File: src/rtl/swseq_pkg.sv
package swseq_pkg;

    typedef enum logic [3:0] {
        S_IDLE,
        S_HDR,
        S_LOAD,
        S_SHIFT,
        S_LATCH,
        S_FWD_SW,
        S_FWD_SETTLE,
        S_FWD_GO,
        S_FWD_WAIT,
        S_REV_SW,
        S_REV_SETTLE,
        S_REV_GO,
        S_REV_WAIT,
        S_POINT_DONE
    } seq_state_e;

endpackage

File: src/rtl/swseq_spi_tx.sv
module swseq_spi_tx #(
    parameter int WORD_W = 32
) (
    input  logic              clk,
    input  logic              rst_n,
    input  logic              start,
    input  logic [WORD_W-1:0] word,
    output logic              sclk,
    output logic              mosi,
    output logic              active,
    output logic              done
);
    localparam int BIT_W = $clog2(WORD_W);

    logic [WORD_W-1:0] shreg;
    logic [BIT_W-1:0]  bits_left;
    logic              phase;

    always_ff @(posedge clk) begin
        if (!rst_n) begin
            shreg     <= '0;
            bits_left <= '0;
            phase     <= 1'b0;
            active    <= 1'b0;
            done      <= 1'b0;
        end else begin
            done <= 1'b0;
            if (start) begin
                shreg     <= word;
                bits_left <= BIT_W'(WORD_W - 1);
                phase     <= 1'b0;
                active    <= 1'b1;
            end else if (active) begin
                if (!phase) begin
                    phase <= 1'b1;
                end else begin
                    phase <= 1'b0;
                    if (bits_left == '0) begin
                        active <= 1'b0;
                        done   <= 1'b1;
                    end else begin
                        shreg     <= {shreg[WORD_W-2:0], 1'b0};
                        bits_left <= bits_left - 1'b1;
                    end
                end
            end
        end
    end

    assign sclk = active & phase;
    assign mosi = active & shreg[WORD_W-1];

    // a new word is only handed over once the previous one is finished
    p_start_when_idle_r4: assert property (@(posedge clk) disable iff (!rst_n)
        start |-> !active);

endmodule

File: src/rtl/swseq_settle_tmr.sv
module swseq_settle_tmr #(
    parameter int CNT_W = 16
) (
    input  logic             clk,
    input  logic             rst_n,
    input  logic             load,
    input  logic [CNT_W-1:0] len,
    input  logic             run,
    output logic             last
);
    localparam logic [CNT_W-1:0] ONE = CNT_W'(1);

    logic [CNT_W-1:0] cnt;

    always_ff @(posedge clk) begin
        if (!rst_n) begin
            cnt <= '0;
        end else if (load) begin
            cnt <= (len == '0) ? ONE : len;
        end else if (run && cnt != '0) begin
            cnt <= cnt - ONE;
        end
    end

    assign last = (cnt == ONE);

    // the wait is never entered without a loaded count
    p_run_loaded_r6: assert property (@(posedge clk) disable iff (!rst_n)
        run |-> cnt != '0);

endmodule

File: src/rtl/sweep_point_seq.sv
module sweep_point_seq
    import swseq_pkg::*;
#(
    parameter int WORD_W   = 32,
    parameter int IDX_W    = 16,
    parameter int SETTLE_W = 16,
    parameter int CNT_W    = 4
) (
    input  logic                clk,
    input  logic                rst_n,
    input  logic                start,
    input  logic [IDX_W-1:0]    sweep_len,
    input  logic [SETTLE_W-1:0] settle_cycles,
    input  logic                abort,
    input  logic                fifo_empty,
    input  logic [WORD_W-1:0]   fifo_data,
    output logic                fifo_rd,
    output logic                spi_sclk,
    output logic                spi_mosi,
    output logic                src_le,
    output logic                lo_le,
    output logic                sw_port2,
    output logic                acq_start,
    output logic                acq_dir,
    input  logic                acq_done,
    output logic                busy,
    output logic                point_done,
    output logic [IDX_W-1:0]    point_idx
);
    localparam int HDR_W = 2 * CNT_W;

    seq_state_e          state, nxt;
    logic [CNT_W-1:0]    src_left, lo_left;
    logic                tgt_lo;
    logic                abort_pend;
    logic [IDX_W-1:0]    pt_idx, pts_total;
    logic [SETTLE_W-1:0] settle_len;

    logic spi_start, spi_active, spi_done;
    logic tmr_load, tmr_run, tmr_last;
    logic have_word, words_left, last_point, hdr_empty;

    assign have_word  = !fifo_empty && !abort;
    assign words_left = (src_left != '0) || (lo_left != '0);
    assign last_point = (pt_idx == pts_total - IDX_W'(1));
    assign hdr_empty  = (fifo_data[HDR_W-1:0] == '0);

    swseq_spi_tx #(.WORD_W(WORD_W)) u_spi (
        .clk    (clk),
        .rst_n  (rst_n),
        .start  (spi_start),
        .word   (fifo_data),
        .sclk   (spi_sclk),
        .mosi   (spi_mosi),
        .active (spi_active),
        .done   (spi_done)
    );

    swseq_settle_tmr #(.CNT_W(SETTLE_W)) u_tmr (
        .clk   (clk),
        .rst_n (rst_n),
        .load  (tmr_load),
        .len   (settle_len),
        .run   (tmr_run),
        .last  (tmr_last)
    );

    // next-state decision
    always_comb begin
        nxt = state;
        unique case (state)
            S_IDLE:       if (start && sweep_len != '0) nxt = S_HDR;
            S_HDR:        if (abort) nxt = S_IDLE;
                          else if (!fifo_empty) nxt = hdr_empty ? S_FWD_SW : S_LOAD;
            S_LOAD:       if (abort) nxt = S_IDLE;
                          else if (!fifo_empty) nxt = S_SHIFT;
            S_SHIFT:      if (spi_done) nxt = S_LATCH;
            S_LATCH:      if (abort || abort_pend) nxt = S_IDLE;
                          else nxt = words_left ? S_LOAD : S_FWD_SW;
            S_FWD_SW:     nxt = abort ? S_IDLE : S_FWD_SETTLE;
            S_FWD_SETTLE: if (abort) nxt = S_IDLE;
                          else if (tmr_last) nxt = S_FWD_GO;
            S_FWD_GO:     nxt = abort ? S_IDLE : S_FWD_WAIT;
            S_FWD_WAIT:   if (abort) nxt = S_IDLE;
                          else if (acq_done) nxt = S_REV_SW;
            S_REV_SW:     nxt = abort ? S_IDLE : S_REV_SETTLE;
            S_REV_SETTLE: if (abort) nxt = S_IDLE;
                          else if (tmr_last) nxt = S_REV_GO;
            S_REV_GO:     nxt = abort ? S_IDLE : S_REV_WAIT;
            S_REV_WAIT:   if (abort) nxt = S_IDLE;
                          else if (acq_done) nxt = S_POINT_DONE;
            S_POINT_DONE: nxt = (abort || last_point) ? S_IDLE : S_HDR;
            default:      nxt = S_IDLE;
        endcase
    end

    // state register and per-point bookkeeping
    always_ff @(posedge clk) begin
        if (!rst_n) begin
            state      <= S_IDLE;
            src_left   <= '0;
            lo_left    <= '0;
            tgt_lo     <= 1'b0;
            abort_pend <= 1'b0;
            pt_idx     <= '0;
            pts_total  <= '0;
            settle_len <= '0;
        end else begin
            state <= nxt;
            unique case (state)
                S_IDLE: begin
                    abort_pend <= 1'b0;
                    if (start && sweep_len != '0) begin
                        pt_idx     <= '0;
                        pts_total  <= sweep_len;
                        settle_len <= settle_cycles;
                    end
                end
                S_HDR: if (have_word) begin
                    src_left <= fifo_data[CNT_W-1:0];
                    lo_left  <= fifo_data[HDR_W-1:CNT_W];
                end
                S_LOAD: if (have_word) begin
                    if (src_left != '0) begin
                        src_left <= src_left - 1'b1;
                        tgt_lo   <= 1'b0;
                    end else begin
                        lo_left  <= lo_left - 1'b1;
                        tgt_lo   <= 1'b1;
                    end
                end
                S_SHIFT: if (abort) abort_pend <= 1'b1;
                S_POINT_DONE: if (!last_point) pt_idx <= pt_idx + IDX_W'(1);
                default: ;
            endcase
        end
    end

    // outputs decoded from the state
    always_comb begin
        fifo_rd    = ((state == S_HDR) || (state == S_LOAD)) && have_word;
        spi_start  = (state == S_LOAD) && have_word;
        src_le     = (state == S_LATCH) && !tgt_lo;
        lo_le      = (state == S_LATCH) && tgt_lo;
        tmr_load   = (state == S_FWD_SW) || (state == S_REV_SW);
        tmr_run    = (state == S_FWD_SETTLE) || (state == S_REV_SETTLE);
        sw_port2   = (state == S_REV_SW) || (state == S_REV_SETTLE) ||
                     (state == S_REV_GO) || (state == S_REV_WAIT);
        acq_start  = (state == S_FWD_GO) || (state == S_REV_GO);
        acq_dir    = sw_port2;
        busy       = (state != S_IDLE);
        point_done = (state == S_POINT_DONE);
        point_idx  = pt_idx;
    end

    // an accepted start makes the block busy at once
    p_busy_start_r2: assert property (@(posedge clk) disable iff (!rst_n)
        (start && !busy && sweep_len != '0) |=> busy);

    // the shifter is quiet through settling and acquisition
    p_no_spi_in_acq_r8: assert property (@(posedge clk) disable iff (!rst_n)
        (state inside {S_FWD_SETTLE, S_FWD_GO, S_FWD_WAIT,
                       S_REV_SW, S_REV_SETTLE, S_REV_GO, S_REV_WAIT}) |-> !spi_active);

    // a latch pulse only follows a finished word
    p_le_after_word_r4: assert property (@(posedge clk) disable iff (!rst_n)
        (src_le || lo_le) |-> $past(spi_done));

    // no word shifts out of an empty FIFO
    p_stall_r5: assert property (@(posedge clk) disable iff (!rst_n)
        (state == S_LOAD && fifo_empty) |=> !spi_active);

endmodule

File: config.mk
export PLATFORM = sky130hd
export DESIGN_NAME = sweep_point_seq
export DESIGN_NICKNAME = d
export VERILOG_FILES = /design/src/rtl/swseq_pkg.sv /design/src/rtl/swseq_spi_tx.sv /design/src/rtl/swseq_settle_tmr.sv /design/src/rtl/sweep_point_seq.sv
export SDC_FILE = /design/constraint.sdc
export NUM_CORES = 1
export LEC_CHECK = 0
export BUFFER_PORTS_ARGS = -buffer_cell sky130_fd_sc_hd__buf_4
export CORE_AREA = 2 2 116 146
export CTS_CLUSTER_SIZE = 25
export DETAILED_ROUTE_END_ITERATION = 8
export DIE_AREA = 0 0 118 148
export GPL_ROUTABILITY_DRIVEN = 0
export GPL_TIMING_DRIVEN = 0
export SETUP_SLACK_MARGIN = 0.05
export SYNTH_ARGS = -nofsm -noshare
export SYNTH_HDL_FRONTEND = slang
export SYNTH_SLANG_ARGS = --single-unit
File: constraint.sdc
create_clock -name clk -period 3.2 [get_ports clk]
set_clock_uncertainty 0.1 [all_clocks]
set_input_delay 0.32 -clock clk [delete_from_list [all_inputs] [get_ports clk]]
set_output_delay 0.32 -clock clk [all_outputs]
set_load 0.1 [all_outputs]
; ---- Yosys cells after proc, flatten, opt, wreduce, memory -nomap -nowiden
; Cells that the tools add are included.
[word_totals]
reg_bits = 118
inputBits = 70
out_inout_bits = 26
[op_classes]
add_sub_neg = 6
eq_ne = 30
n_mux = 54
bitwise = 5
reduce_logical = 45
[op_table]
columns = cell, n
row1 = $mux W32, 4
row2 = $mux W4, 23
row3 = $mux W16, 5
row4 = $pmux W4 S14, 1
row5 = $pmux W16 S2, 1
row6 = $reduce_bool A16 Y1, 2
row7 = $sub A16 B1 Y16 const B, 2
row8 = $eq A4 B4 Y1 const B, 6
row9 = $mux W5, 4
row10 = $ne A3 B3 Y1 const B, 6
row11 = $add A16 B1 Y16 const B, 1
row12 = $eq A16 B1 Y1 const B, 1
row13 = $eq A16 B16 Y1, 1
row14 = $eq A4 B3 Y1 const B, 4
row15 = $logic_not A16 Y1, 1
row16 = $ne A2 B2 Y1 const B, 8
row17 = $pmux W4 S2, 2
row18 = $mux W3, 4
row19 = $reduce_bool A2 Y1, 6
row20 = $reduce_bool A4 Y1, 3
row21 = $logic_or A1 B1 Y1, 10
row22 = $mux W1, 9
row23 = $eq A4 B2 Y1 const B, 2
row24 = $logic_not A8 Y1, 1
row25 = 17 further kinds, 33

; ---- Longest topological paths before layout
; Gate-level depths: netlist of the first run.
[depth]
word_depth = 5
mapped_depth = 13

; ---- By module
; Synthesis of the first run repeated with hierarchy kept, for this count alone.
[hier_totals]
cells_unflattened = 867
hier_area_um2 = 6940.4
[by_module_without_submodules]
columns = module, instances, cells_each, area_each_um2
row1 = sweep_point_seq, 1, 494, 3762.4
row2 = swseq_spi_tx, 1, 222, 1990.7
row3 = swseq_settle_tmr, 1, 151, 1187.4

; ---- Least setup slack after synthesis of the first run
; No wires, ideal clock.
[synth_timing]
kind = register to register
start = register state[2]
end = register src_left[1]
setup_time_ns = 0.070
t_arrival_ns = 3.258
path_slack_ns = -0.229
path_stages_with_launch = 8
cell_sequence = dfxtp_1 > buf_2 > nor2_1 > nand2_1 > a21oi_1 > nand2b_1 > a211o_1 > a21oi_1
[synth_via]
elab_chain_len = 3
word_cells_on_any_way = 8
[synth_rtl]
columns = element, line_no
row1 = from (decl), sweep_point_seq.sv:32  ; seq_state_e state, nxt;
row2 = from (signal assigned), sweep_point_seq.sv:109  ; state <= nxt;
row3 = $eq A4 B2 Y1 / $eq A4 B1 Y1 (equally long branches), sweep_point_seq.sv:110  ; unique case (state)
row4 = $ne A2 B2 Y1 (no source line) / $reduce_bool A2 Y1 (equally long branches), n/a
row5 = $reduce_and A4 Y1 (no source line), n/a
row6 = to (signal assigned), sweep_point_seq.sv:120  ; src_left <= fifo_data[CNT_W-1:0];
row7 = to (signal assigned), sweep_point_seq.sv:125  ; src_left <= src_left - 1'b1;
row8 = to (decl), sweep_point_seq.sv:33  ; logic [CNT_W-1:0] src_left, lo_left;
; Parallel ways exist; a longest one is shown, timed or not.
; A chain may end at the register's enable or synchronous reset.

; ---- Worst setup path in the final report of the first run
[layout_timing]
start = register pts_total[0]
end = register pt_idx[2], in the netlist point_idx[2]
[layout_via]
elab_chain_len = 4
[layout_rtl]
columns = element, line_no
row1 = from (decl), sweep_point_seq.sv:36  ; logic [IDX_W-1:0] pt_idx, pts_total;
row2 = from (signal assigned), sweep_point_seq.sv:115  ; pts_total <= sweep_len;
row3 = $sub A16 B1 Y16, sweep_point_seq.sv:45  ; assign last_point = (pt_idx == pts_total - IDX_W'(1));
row4 = $eq A16 B16 Y1, sweep_point_seq.sv:45
row5 = $ne A2 B2 Y1 (no source line), n/a
row6 = $reduce_and A3 Y1 (no source line), n/a
row7 = to (signal assigned), sweep_point_seq.sv:133  ; S_POINT_DONE: if (!last_point) pt_idx <= pt_idx + IDX_W'(1);
row8 = to (decl), sweep_point_seq.sv:36
; Every way passes these cells.

==> reports/results.tsv, run 1 <==
stage	metric	value	unit
timing	Setup-failing EPs final	0	
layout	Ant. Diodes	0	
layout	fin util	0.494	
power	VDD IR max	0.000369	V
critical_path	Slowest Stage Delay on Critical Path	540	ps
timing	fmax	330	MHz
critical_path	critical-path cell list	buf_6 > inv_1 > ha_2 > nor3b_4 > a21oi_1 > or4b_1 > a2111oi_4 > and4_4 > o21ai_4 > buf_4 > a31o_2	
layout	Final #Nets	964	
timing	measured slew at the worst slew-check pin	816	ps
timing	Slew headroom	0.454	
drt	vias	5858	
timing	period utilization	0.947	
layout	share of cells above drive strength 1	0.174	
drt	per-cell routed wire length	15.0	um
grt	vias in the first global route	5593	
critical_path	WP buf/inv	3	
yosys	flops & latches, synth	118	
grt	first-pass GRT wire length	27300	um
yosys	sequential-to-total area share from yosys stat	0.375	
drt	1st-iter DRT viols	348	
timing	Max Slew Vio Count	0	
clock_tree	Sink Count	118	
critical_path	critical path class	flip-flop to flip-flop	
drt	WL final	16800	um
critical_path	Crit Reg-Reg Endpoint	point_idx[2]	
placement	worst slack, placed	51.8	ps
clock_tree	Skew-Pair Late Insertion Delay	420	ps
clock_tree	clock tree buffer depth	2	
power	Clock power frac	0.339	
grt	grt ovf	0	
clock_tree	post-CTS setup buffer count	0	
die	core area	16100	um^2
timing	RSZ-0062 raised after global routing	false	
power	Combinational Power Share	0.339	
placement	HPWL Detailed	12400	um
min_path	worst hold endpoint	settle_len[1]	
grt	largest net degree at the start of global routing	17	
yosys	Synth cell types	62	
clock_tree	root buffer cell	clkbuf_16	
critical_path	Crit path max-delay family	simple AND/OR/NAND/NOR gates	
critical_path	depth of the worst register-to-register path	11	
critical_path	worst path arrival time	3250	ps
clock_tree	clk slew on worst S/H paths	60	ps
drt	Post-route DRC	0	
drt	Routed Antenna Nets	0	
drt	Vias/cell	5.26	
timing	final-report hold violation count	0	
critical_path	RR Startpoint	pts_total[0]	
timing	WHS	59.4	ps
placement	port bufs	95	
layout	most common cell after layout, fill and taps aside	dfxtp_1	
die	die area	17500	um^2
clock_tree	htree depth	4	
yosys	Syn Area/Cell	8.17	um^2
run	max_cap viols	0	
die	row cnt	52	
yosys	top_reg_cell synth	dfxtp_1	
drt	drt first pass iters	5	
grt	number of antenna violations at the first check in global routing	0	
power	Flop pwr share	0.323	
timing	Tmin final	3030	ps
layout	Area Growth Syn to Fin	26.0	%
yosys	Cell Area, Synth	6300	um^2
clock_tree	CTS tree	yes	
critical_path	CP Capture Type	flip-flop	
outcome	status	completed	
power	Net Sw Frac	0.363	
layout	commonest cells after routing, fill and taps aside	117 x dfxtp_1, 98 x nand2_1, 97 x buf_4	
yosys	yosys warns	0	
yosys	Synth Instances	771	
timing	final worst slack	168	ps
grt	gr usage total	0.195	
min_path	hold crit path type	primary input to flip-flop	
die	Initial Util	0.392	
power	PwrDens	732	nW/um^2
die	die boundary height	148	um
timing	Setup TNS	0	ps
yosys	Post-Syn Nets	850	
critical_path	maximum fanout along the worst path	10	
die	die width	118	um
critical_path	slowest CP cell	or4b_1	
power	Int Pwr	3.70	mW
clock_tree	TritonCTS Buffers	17	
layout	Fill cells	1599	
power	Pleak	3.04	nW
critical_path	Req. time, crit path	3410	ps
die	IO Count	96	
critical_path	FF-to-FF setup slack	170	ps
min_path	worst hold path cell count	3	
min_path	Hold Startpoint	settle_cycles[1]	
yosys	Async SR Flop Fraction	0	
power	switching pwr	2.11	mW
critical_path	startpoint types	flip-flop	
yosys	Post-synth EDFFs	0	
## synth_stat cells (3+ instances only)
| cell type | instances | area (um^2) |
|---|---|---|
| and2_1 | 9 | 56.3 |
| or3_1 | 5 | 31.3 |
| o21ai_0 | 29 | 145 |
| nor4_1 | 15 | 93.8 |
| dfxtp_1 | 118 | 2360 |
| ha_1 | 9 | 113 |
| a21boi_0 | 30 | 225 |
| nand3_1 | 17 | 85.1 |
| and4_1 | 3 | 26.3 |
| buf_2 | 5 | 25.0 |
| nand3b_1 | 5 | 37.5 |
| a31oi_1 | 7 | 43.8 |
| and3_1 | 15 | 93.8 |
| mux2i_1 | 39 | 390 |
| nor3b_1 | 4 | 30.0 |
| inv_1 | 22 | 82.6 |
| clkbuf_1 | 39 | 146 |
| a211oi_1 | 35 | 263 |
| xnor2_1 | 25 | 219 |
| nand2b_1 | 8 | 50.1 |
| a211o_1 | 4 | 35.0 |
| nor2_1 | 73 | 274 |
| nor3_1 | 16 | 80.1 |
| nand4_1 | 9 | 56.3 |
| nand2_1 | 98 | 368 |
| or2_2 | 3 | 18.8 |
| nor2b_1 | 8 | 50.1 |
| a21oi_1 | 49 | 245 |
| xor2_1 | 16 | 140 |
| o211ai_1 | 4 | 30.0 |
| or4_1 | 4 | 30.0 |
| a21o_1 | 5 | 37.5 |
| a31o_2 | 3 | 26.3 |
## cell type report
class                      count  area [um^2]  area share
inverter                      22         82.6      0.0104
tap                          216          270      0.0340
timing repair buffer          95          713      0.0898
multi-input combinational    582         3680       0.464
clock inverter                14          173      0.0218
buffer                        49          211      0.0266
clock buffer                  18          439      0.0553
sequential                   118         2360       0.298
## kinds of logic (layout without fill, tap and decap cells)
kind of cell / count (synthesis) / in the layout / synth area share
adder cells (fa/ha/maj): 9 / 9 / 0.0179
multiplexers: 39 / 39 / 0.0620
flip-flops: 118 / 118 / 0.375
AND/OR/NAND/NOR: 303 / 303 / 0.239
XOR/XNOR: 41 / 41 / 0.0570
AO/OA/AOI/OAI: 190 / 190 / 0.203
buffers and inverters: 71 / 198 / 0.0463
## metal layers
layer	vias to the layer above	global-route usage	routed length [um]
met5	-	0	0
met3	4	0.0544	818
met4	0	0.0614	104
li1	2981	-	-
met1	2742	0.236	7490
met2	131	0.335	8340
## worst max path at each step
| stage | depth (start not counted) | to | slack (ps) | startpoint |
|---|---|---|---|---|
| floorplan | 8 | point_idx[2] | 140 | point_idx[11] |
| global placement | 11 | point_idx[2] | 90 | pts_total[0] |
| detailed placement | 11 | point_idx[2] | 50 | pts_total[0] |
| CTS | 11 | point_idx[2] | 100 | pts_total[1] |
| global route | 11 | point_idx[2] | 60 | pts_total[0] |
| finish | 11 | point_idx[2] | 170 | pts_total[0] |
## timing repair
item,CTS,global route
endpoints found under the setup margin,2,13
pin swaps,0,2
gates resized for setup,1,7
hold buffers,0,0
## stage by stage
stage / power, mW / instance area [um^2] / std cells
after floorplan: 3.33 / 6300 / 771
after global placement: 3.82 / 7290 / 1082
after detailed placement: 3.82 / 7290 / 1082
after CTS: 5.82 / 7900 / 1114
after global routing: 6.20 / 7940 / 1114
final: 5.81 / 7940 / 1114
## tightest hold or removal path, stage by stage
cell and delay (ps):
buf_4 110, nand2_1 40, a21boi_0 60
## flip-flops by register name, summed over array words and instances, names as in the netlist
name	flops
abort_pend	1
lo_left	4
point_idx	16
pts_total	16
settle_len	16
src_left	4
state	4
tgt_lo	1
u_spi.active	1
u_spi.bits_left	5
u_spi.done	1
u_spi.phase	1
u_spi.shreg	32
u_tmr.cnt	16
## power by group through the flow
stage / Combinational (mW) / Clock, mW / Sequential [mW]
floorplan: 1.49 / 0 / 1.84
global placement: 1.93 / 0 / 1.89
detailed placement: 1.93 / 0 / 1.89
CTS: 1.94 / 2.02 / 1.87
global route: 2.20 / 2.10 / 1.90
finish: 1.97 / 1.97 / 1.87
No activity file was read; power rests on OpenSTA's default activity.
==> run 2: changes to the inputs <==
--- a/config.mk
+++ b/config.mk
@@ -6,12 +6,13 @@
 export NUM_CORES = 1
 export LEC_CHECK = 0
 export BUFFER_PORTS_ARGS = -buffer_cell sky130_fd_sc_hd__buf_4
-export CORE_AREA = 2 2 116 146
+export CORE_AREA = 2 2 123 155
 export CTS_CLUSTER_SIZE = 25
 export DETAILED_ROUTE_END_ITERATION = 8
-export DIE_AREA = 0 0 118 148
+export DIE_AREA = 0 0 125 157
 export GPL_ROUTABILITY_DRIVEN = 0
 export GPL_TIMING_DRIVEN = 0
+export PLACE_DENSITY = 0.62
 export SETUP_SLACK_MARGIN = 0.05
 export SYNTH_ARGS = -nofsm -noshare
 export SYNTH_HDL_FRONTEND = slang
==> run 2 against run 1 <==
Via count is 0.85% higher. Die area is 12% higher. Setup slack worse by 11 ps. Combinational power hardly changed. Critical path type unchanged. Largest cell class unchanged.
==> reports/results.tsv, run 2 (synthesis results as in run 1) <==
stage	metric	value	unit	change
die	die boundary height	157	um	was 148 um
layout	Final #Nets	964		unchanged
layout	Reg with most FFs	u_spi.shreg		unchanged
drt	Vias/cell	5.26		about the same
clock_tree	htree depth	4		unchanged
drt	1st-iter DRT viols	333		was 348
critical_path	startpoint types	flip-flop		unchanged
grt	busiest layer in global routing	met2		unchanged
clock_tree	clock tree buffer depth	2		unchanged
outcome	status	completed		unchanged
clock_tree	post-CTS setup buffer count	0		unchanged
power	Total Power	5.58	mW	was 5.81 mW
grt	vias in the first global route	5654		was 5593
layout	share of cells above drive strength 1	0.166		was 0.174
placement	port bufs	95		unchanged
power	VDD IR max	0.000376	V	was 0.000369 V
clock_tree	root buffer cell	clkbuf_16		unchanged
timing	Slew headroom	0.460		was 0.454
grt	largest net degree at the start of global routing	17		unchanged
run	max_cap viols	0		unchanged
timing	measured slew at the worst slew-check pin	808	ps	was 816 ps
power	PwrDens	708	nW/um^2	was 732 nW/um^2
clock_tree	TritonCTS Buffers	17		unchanged
layout	Ant. Diodes	0		unchanged
timing	final-report hold violation count	0		unchanged
clock_tree	CTS tree	yes		unchanged
layout	most common cell after layout, fill and taps aside	dfxtp_1		unchanged
layout	commonest cells after routing, fill and taps aside	117 x dfxtp_1, 98 x nand2_1, 96 x buf_4		was 117 x dfxtp_1, 98 x nand2_1, 97 x buf_4
clock_tree	Skew-Pair Late Insertion Delay	420	ps	about the same
grt	first-pass GRT wire length	27800	um	was 27300 um
drt	Post-route DRC	0		unchanged
critical_path	critical path class	flip-flop to flip-flop		unchanged
die	core area	18000	um^2	was 16100 um^2
timing	Tmin final	3040	ps	was 3030 ps
die	Initial Util	0.349		was 0.392
drt	Routed Antenna Nets	0		unchanged
drt	drt first pass iters	5		unchanged
grt	Global Route met3 Usage	0.0452		was 0.0544
die	die area	19600	um^2	was 17500 um^2
drt	per-cell routed wire length	15.0	um	about the same
die	die width	125	um	was 118 um
power	Pleak	3.01	nW	was 3.04 nW
drt	vias	5908		was 5858
grt	gr usage total	0.174		was 0.195
timing	period utilization	0.951		was 0.947
layout	max FFs per register	32		unchanged
timing	Setup-failing EPs final	0		unchanged
die	IO Count	96		unchanged
timing	Setup TNS	0	ps	unchanged
critical_path	CP Capture Type	flip-flop		unchanged
clock_tree	clk slew on worst S/H paths	50	ps	was 60 ps
critical_path	Req. time, crit path	3410	ps	about the same
grt	grt ovf	0		unchanged
min_path	hold crit path type	primary input to flip-flop		unchanged
timing	Max Slew Vio Count	0		unchanged
die	row cnt	55		was 52
critical_path	worst path arrival time	3250	ps	about the same
layout	fin util	0.437		was 0.494
grt	number of antenna violations at the first check in global routing	0		unchanged
layout	Area Growth Syn to Fin	25.0	%	was 26.0%
critical_path	maximum fanout along the worst path	10		unchanged
grt	GRT met2 Usage	0.294		was 0.335
drt	WL final	16900	um	was 16800 um
timing	fmax	329	MHz	was 330 MHz
placement	HPWL Detailed	12500	um	was 12400 um
timing	RSZ-0062 raised after global routing	false		unchanged
critical_path	FF-to-FF setup slack	160	ps	was 170 ps
clock_tree	Sink Count	118		unchanged
grt	met1 Usage GRT	0.211		was 0.236
==> run 2: changes by cell type in the layout (fill, tap and decap cells not counted), moves of 2 or more <==
cell       change
clkbuf_1       +5
bufinv_16      -2
inv_6          -3
clkinv_4       -3
clkbuf_8       +2
==> run 2: timing repair <==
action / CTS / global route
hold buffers: 0 / 0
gates resized for setup: 0 / 7
endpoints found under the setup margin: 0 / 18
==> run 2: area by class of cell <==
class / instances / area, um^2
buffer: 49 / 209
clock buffer: 25 / 485
clock inverter: 4 / 47.5
fill: 1864 / 10200
inverter: 22 / 82.6
multi-input combinational: 582 / 3690
sequential: 118 / 2360
tap: 228 / 285
timing repair buffer: 95 / 713
==> run 2: per-layer routing <==
layer | part of all wire | up-vias
li1 | - | 2984
met1 | 0.45 | 2742
met2 | 0.48 | 161
met3 | 0.053 | 21
met4 | 0.018 | 0
met5 | 0 | -
==> run 2: worst max-delay path, stage by stage, from the launching register on <==
cell and delay [ps]:
dfxtp_1 300, buf_6 130, inv_1 60, ha_2 240
nor3b_4 250, a21oi_1 90, or4b_1 520, a2111oi_4 360
and4_4 300, o21ai_4 100, buf_2 220, a31o_2 250
==> run 2: path summary, 6_finish.rpt <==
path	startpoint	to	cells after the start
setup / recovery	pts_total[0]	point_idx[2]	11
hold / removal	settle_cycles[1]	settle_len[1]	3
setup reg to reg	pts_total[0]	point_idx[2]	11
hold reg to reg	src_left[1]	src_left[1]	2
==> run 2: per-stage QoR <==
step | std cells | setup slack, ps | instance area, um^2 | hold WS (ps)
2_1_floorplan | 771 | 136 | 6300 | 344
3_3_place_gp | 1094 | 99.5 | 7300 | 356
3_5_place_dp | 1094 | 85.8 | 7300 | 362
4_1_cts | 1123 | 55.3 | 7840 | 53.1
5_1_grt | 1123 | 51.1 | 7880 | 69.3
6_report | 1123 | 157 | 7880 | 69.9
==> run 2: report_power, final <==
part           total (mW)  internal, mW  switching, mW
clock                1.73          1.11          0.624
sequential           1.88          1.68          0.200
combinational        1.96         0.775           1.19
